File: src/rtl/pswallow_pkg.sv
package pswallow_pkg;
  typedef enum logic {
    PSEL_NARROW = 1'b0,
    PSEL_WIDE   = 1'b1
  } psel_e;
endpackage

File: src/rtl/pswallow_cfg_shadow.sv
module pswallow_cfg_shadow
  import pswallow_pkg::*;
#(
  parameter int A_W = 6,
  parameter int B_W = 11
) (
  input  logic           clk,
  input  logic           load,
  input  logic [A_W-1:0] a_in,
  input  logic [B_W-1:0] b_in,
  input  psel_e          sel_in,
  output logic [A_W-1:0] a_act,
  output logic [B_W-1:0] b_act,
  output logic [A_W-1:0] a_nxt,
  output logic [B_W-1:0] b_nxt,
  output psel_e          sel_nxt
);
  psel_e sel_act;

  // Value that the counters take on the load edge: fresh inputs at a boundary.
  always_comb begin
    if (load) begin
      a_nxt   = a_in;
      b_nxt   = b_in;
      sel_nxt = sel_in;
    end else begin
      a_nxt   = a_act;
      b_nxt   = b_act;
      sel_nxt = sel_act;
    end
  end

  always_ff @(posedge clk) begin
    a_act   <= a_nxt;
    b_act   <= b_nxt;
    sel_act <= sel_nxt;
  end
endmodule

File: src/rtl/pswallow_prescaler.sv
module pswallow_prescaler
  import pswallow_pkg::*;
#(
  parameter int P_NARROW = 32,
  parameter int P_WIDE   = 64
) (
  input  logic  clk,
  input  logic  rst,
  input  psel_e sel_nxt,
  input  logic  mc_nxt,
  output logic  tick
);
  localparam int CW = $clog2(P_WIDE + 1);

  logic [CW-1:0] cnt;
  logic [CW-1:0] base;
  logic [CW-1:0] reload_val;

  // Modulus control high selects P+1: a count of P down to 0.
  always_comb begin
    base       = (sel_nxt == PSEL_WIDE) ? CW'(P_WIDE) : CW'(P_NARROW);
    reload_val = mc_nxt ? base : base - CW'(1);
  end

  assign tick = (cnt == '0);

  always_ff @(posedge clk) begin
    if (rst || tick) cnt <= reload_val;
    else             cnt <= cnt - CW'(1);
  end
endmodule

File: src/rtl/pswallow_swallow.sv
module pswallow_swallow #(
  parameter int A_W = 6
) (
  input  logic           clk,
  input  logic           load,
  input  logic           tick,
  input  logic [A_W-1:0] a_nxt,
  output logic           mc_nxt
);
  logic [A_W-1:0] a_cnt;

  // Modulus control for the prescaler period that starts after this edge.
  always_comb begin
    if (load)      mc_nxt = (a_nxt != '0);
    else if (tick) mc_nxt = (a_cnt > A_W'(1));
    else           mc_nxt = (a_cnt != '0);
  end

  always_ff @(posedge clk) begin
    if (load)                      a_cnt <= a_nxt;
    else if (tick && a_cnt != '0)  a_cnt <= a_cnt - A_W'(1);
  end
endmodule

File: src/rtl/pswallow_main.sv
module pswallow_main #(
  parameter int B_W = 11
) (
  input  logic           clk,
  input  logic           rst,
  input  logic           tick,
  input  logic [B_W-1:0] b_nxt,
  output logic           expire
);
  logic [B_W-1:0] b_cnt;

  // Zero and one both end on the first prescaler period.
  assign expire = tick && (b_cnt <= B_W'(1));

  always_ff @(posedge clk) begin
    if (rst || expire) b_cnt <= b_nxt;
    else if (tick)     b_cnt <= b_cnt - B_W'(1);
  end
endmodule

File: src/rtl/pswallow_divider.sv
module pswallow_divider
  import pswallow_pkg::*;
#(
  parameter int A_W      = 6,
  parameter int B_W      = 11,
  parameter int P_NARROW = 32,
  parameter int P_WIDE   = 64
) (
  input  logic           clk,
  input  logic           rst,
  input  logic           sel_wide,
  input  logic [A_W-1:0] a_val,
  input  logic [B_W-1:0] b_val,
  output logic           div_pulse,
  output logic           cfg_err
);
  logic           tick;
  logic           expire;
  logic           boundary;
  logic           mc_nxt;
  logic [A_W-1:0] act_a;
  logic [B_W-1:0] act_b;
  logic [A_W-1:0] a_nxt;
  logic [B_W-1:0] b_nxt;
  psel_e          sel_nxt;

  assign boundary = rst || expire;

  pswallow_cfg_shadow #(.A_W(A_W), .B_W(B_W)) u_shadow (
    .clk    (clk),
    .load   (boundary),
    .a_in   (a_val),
    .b_in   (b_val),
    .sel_in (psel_e'(sel_wide)),
    .a_act  (act_a),
    .b_act  (act_b),
    .a_nxt  (a_nxt),
    .b_nxt  (b_nxt),
    .sel_nxt(sel_nxt)
  );

  pswallow_prescaler #(.P_NARROW(P_NARROW), .P_WIDE(P_WIDE)) u_presc (
    .clk    (clk),
    .rst    (rst),
    .sel_nxt(sel_nxt),
    .mc_nxt (mc_nxt),
    .tick   (tick)
  );

  pswallow_swallow #(.A_W(A_W)) u_swallow (
    .clk   (clk),
    .load  (boundary),
    .tick  (tick),
    .a_nxt (a_nxt),
    .mc_nxt(mc_nxt)
  );

  pswallow_main #(.B_W(B_W)) u_main (
    .clk   (clk),
    .rst   (rst),
    .tick  (tick),
    .b_nxt (b_nxt),
    .expire(expire)
  );

  always_ff @(posedge clk) begin
    if (rst) begin
      div_pulse <= 1'b0;
      cfg_err   <= 1'b0;
    end else begin
      div_pulse <= expire;
      cfg_err   <= cfg_err | (B_W'(act_a) > act_b);
    end
  end
endmodule

File: config.mk
export PLATFORM = sky130hd
export DESIGN_NAME = pswallow_divider
export DESIGN_NICKNAME = d
export VERILOG_FILES = /design/src/rtl/pswallow_pkg.sv /design/src/rtl/pswallow_cfg_shadow.sv /design/src/rtl/pswallow_prescaler.sv /design/src/rtl/pswallow_swallow.sv /design/src/rtl/pswallow_main.sv /design/src/rtl/pswallow_divider.sv
export SDC_FILE = /design/constraint.sdc
export NUM_CORES = 1
export LEC_CHECK = 0
export ABC_AREA = 1
export BUFFER_PORTS_ARGS = -buffer_cell sky130_fd_sc_hd__clkbuf_2
export CAP_MARGIN = 0
export CELL_PAD_IN_SITES_DETAIL_PLACEMENT = 1
export CELL_PAD_IN_SITES_GLOBAL_PLACEMENT = 1
export CORE_ASPECT_RATIO = 1.5
export CORE_MARGIN = 2
export CORE_UTILIZATION = 40
export CTS_CLUSTER_SIZE = 14
export DETAILED_ROUTE_END_ITERATION = 8
export PLACE_DENSITY_LB_ADDON = 0.1
export SYNTH_ARGS = -nofsm -noshare
export SYNTH_HDL_FRONTEND = slang
export SYNTH_SLANG_ARGS = --single-unit
File: constraint.sdc
create_clock -name clk -period 1.9 [get_ports clk]
set_clock_uncertainty 0.1 [all_clocks]
set_input_delay 0.38 -clock clk [delete_from_list [all_inputs] [get_ports clk]]
set_output_delay 0.38 -clock clk [all_outputs]
set_load 0.1 [all_outputs]
==> results.cfg <==
[sta]
post-route-period-util = 1.10
endpoints_failing_hold = 0
report.final.setup_viol = 11
worst_slack_ps = -198
worst_pin_slew_ps = 548
report.final.slew_viol_count = 0
maximum_achievable_frequency_mhz = 477
timing.slew.headroom = 0.636
grt_setup_unrepaired = yes
period_minus_slack_ps = 2100

[synth]
synth_fa_ha_area_frac = 0.0660
synthSimpleGateAreaFrac = 0.258
synth-edff-count = 17
synth_top_area_frac = 0.237
synthDominantAreaCellType = sky130_fd_sc_hd__dfxtp_1
synth.lib_cells_used.distinct = 31
synthesis.area_per_instance_um2 = 8.59
yosys_warnings = 0
post_synth_xor_area_fraction = 0.0500
synthesis.area_mm2 = 0.00228
yosys_most_used_dff = sky130_fd_sc_hd__dfxtp_1
ys_seq_area_frac = 0.462
synth_compound_area_frac = 0.0786
yosys-mux-area-fraction = 0
synthesis.instances = 265
yosys-top-cells-area = sky130_fd_sc_hd__dfxtp_1, sky130_fd_sc_hd__edfxtp_1, sky130_fd_sc_hd__nand2_1
synthArstFlopShare = 0
dominant_combinational_cell_family_by_area_after_synthesis = simple AND/OR/NAND/NOR gates
synth-seq-cells = 44
synth_nets = 297

[cells_and_area]
finalInstanceArea_mm2 = 0.00308
final.fill_count = 654
final_net_count = 366
share_of_final_layout_standard_cells_stronger_than_drive_strength_1 = 0.394
seq_area_mm2 = 0.00105
syn_to_final_growth_pct = 35.3
multi_input_comb_area_mm2 = 0.00118
antenna-diode-count = 0
layout.core_utilization = 0.561

[floorplan]
floorplan.io_pins = 22
die_h_um = 96.4
fp.coreArea_mm2 = 0.00549
rows = 33
initial_utilization = 0.414
die_width_um = 65.6
die-area_mm2 = 0.00632

[routing]
drtAntennaViolNets = 0
routed_wire_length_per_instance_um = 14.6
detail_route.wirelength_mm = 5.90
total_via_count_after_detailed_routing = 1973
detailedRoute.firstPassIterationCount = 4
drt_drc_violations_left = 0
mean_number_of_vias_per_cell = 4.87
drt_iter0_drc = 78

[setup_path]
slowest_delay_ps = 430
critical_path.max_fanout = 6
cp_data_arrival_time_ps = 2230
data_required_critical_path_ps = 2040
crit_path_start_kind = flip-flop
cp_cell_sequence = buf_6 > nor2_4 > nand4_1 > nand2_2 > nand2_4 > nand2_8 > nand3_4 > nor2_4 > nand3_2 > nand2_2 > inv_2 > ha_4 > nand2_2 > o21ai_1
crit_path_end_kind = flip-flop
crit_type = flip-flop to flip-flop
cell_repeated_most_along_the_worst_path = sky130_fd_sc_hd__nand2_2
cp_slowest_cell = sky130_fd_sc_hd__edfxtp_1

[place]
gp_routability_congestion = 0.798
detailed_place.area_mm2 = 0.00275
io_buffers = 21
dp_hpwl_mm = 4.18

[clock_network]
cts_tree = done
clockBufferDepth = 2
clk_pin_slew_ps = 90
clockRootBuffer = sky130_fd_sc_hd__clkbuf_8
cts_hold_repair.buffers = 0
cts-htree-levels = 2
cts.sink_count = 44
cts_made_buffers = 5
clock_latency_ps = 300

[power_and_ir_drop]
total_leakage_power_nw = 1.50
cellPowerDensity_mw_per_mm2 = 1040
vdd_drop_max_mv = 0.670

[status]
violated_checks = negative setup slack
run_status = finished with violations

[global_routing]
overflow = 0
antenna_found_initial = 0
grt_start_max_net_pins = 18
grt_pass1_wl_mm = 9.46
grt_pass1_vias = 2087
grt_usage = 0.202

[hold_path]
hold_path.class = input port to flip-flop

[job]
timing.max_cap.violations = 0
-- cells in the mapped netlist, types with 4 or more instances --
master	count
sky130_fd_sc_hd__dfxtp_1	27
sky130_fd_sc_hd__nand2_2	11
sky130_fd_sc_hd__xor2_1	6
sky130_fd_sc_hd__nor2_1	18
sky130_fd_sc_hd__a21oi_1	4
sky130_fd_sc_hd__inv_1	33
sky130_fd_sc_hd__inv_2	5
sky130_fd_sc_hd__edfxtp_1	17
sky130_fd_sc_hd__ha_1	12
sky130_fd_sc_hd__nand2_1	63
sky130_fd_sc_hd__nand3_1	9
sky130_fd_sc_hd__o21ai_0	19
sky130_fd_sc_hd__xnor2_1	7
sky130_fd_sc_hd__nor3_1	4
-- path summary, 6_finish.rpt --
path	start	endpoint	slack (ps)	depth (start not counted)
setup / recovery	u_main.b_cnt[6]$_DFFE_PP_	u_presc.cnt[5]$_DFF_P_	-200	14
hold / removal	b_val[9]	u_shadow.b_act[9]$_DFF_P_	200	3
setup reg to reg	u_main.b_cnt[6]$_DFFE_PP_	u_presc.cnt[5]$_DFF_P_	-200	14
hold reg to reg	u_shadow.b_act[8]$_DFF_P_	u_shadow.b_act[8]$_DFF_P_	350	2
-- power breakdown --
| group | switching, W | internal, W |
|---|---|---|
| clock network | 0.000331 | 0.000338 |
| registers | 0.000130 | 0.00120 |
| logic | 0.000612 | 0.000578 |
| total | 0.00107 | 0.00212 |
-- metal layers --
layer / track usage / share of wire
met5: 0 / 0
met4: 0.108 / 0.035
met3: 0.0301 / 0.021
met2: 0.389 / 0.56
met1: 0.205 / 0.38
-- what timing repair did --
item / 4_1_cts / 5_1_grt
gates resized for setup: 26 / 21
endpoints found under the hold margin: 0 / 0
cloned: 1 / 0
setup endpoints to repair: 11 / 36
setup buffers: 6 / 1
pin swaps: 15 / 3
-- logic make-up (layout without fill, tap and decap cells) --
logic type / Yosys count / count (layout)
simple gates: 120 / 121
compound gates: 32 / 32
buf+inv: 44 / 113
xor+xnor: 13 / 13
fa+ha+maj: 12 / 12
flops: 44 / 44
-- layout make-up --
type,instances,share of cell area
timing repair buffer,66,0.162
tap,70,0.0284
inverter,39,0.0492
clock buffer,7,0.0317
sequential,44,0.342
clock inverter,1,0.00163
multi-input combinational,178,0.385
-- registers in the layout, indices dropped and copies added (netlist names) --
register / flops
cfg_err: 1
div_pulse: 1
u_main.b_cnt: 11
u_presc.cnt: 7
u_shadow.a_act: 6
u_shadow.b_act: 11
u_shadow.sel_act: 1
u_swallow.a_cnt: 6
-- layout by cell type, fill, tap and decap left out, types with 9 or more instances in the layout --
| cell | n |
|---|---|
| sky130_fd_sc_hd__ha_1 | 9 |
| sky130_fd_sc_hd__buf_4 | 38 |
| sky130_fd_sc_hd__clkbuf_2 | 21 |
| sky130_fd_sc_hd__nand2_1 | 56 |
| sky130_fd_sc_hd__o21ai_0 | 16 |
| sky130_fd_sc_hd__dfxtp_1 | 25 |
| sky130_fd_sc_hd__edfxtp_1 | 17 |
| sky130_fd_sc_hd__nand2_2 | 14 |
| sky130_fd_sc_hd__inv_2 | 11 |
| sky130_fd_sc_hd__nor2_1 | 14 |
| sky130_fd_sc_hd__inv_1 | 27 |
-- critical path: cells and delay by family (launching register included) --
kind / cells / cell delay (ps)
AOI/OAI and AO/OA: 1 / 70
adders and majority gates: 1 / 250
buffers and inverters: 2 / 200
DFF: 1 / 430
and+or+nand+nor: 10 / 970
-- through the flow --
stage	total power, W	instances	worst slack [ps]	hold WS [ps]	TNS [ps]
after CTS	0.00319	405	-141	197	-1180
after global placement	0.00238	390	-160	329	-225
final	0.00319	405	-198	200	-1350
after detailed placement	0.00242	390	-234	345	-700
after floorplan	0.00197	265	-103	320	-103
after global routing	0.00341	405	-292	206	-3290
(Power assumes the default switching activity.)
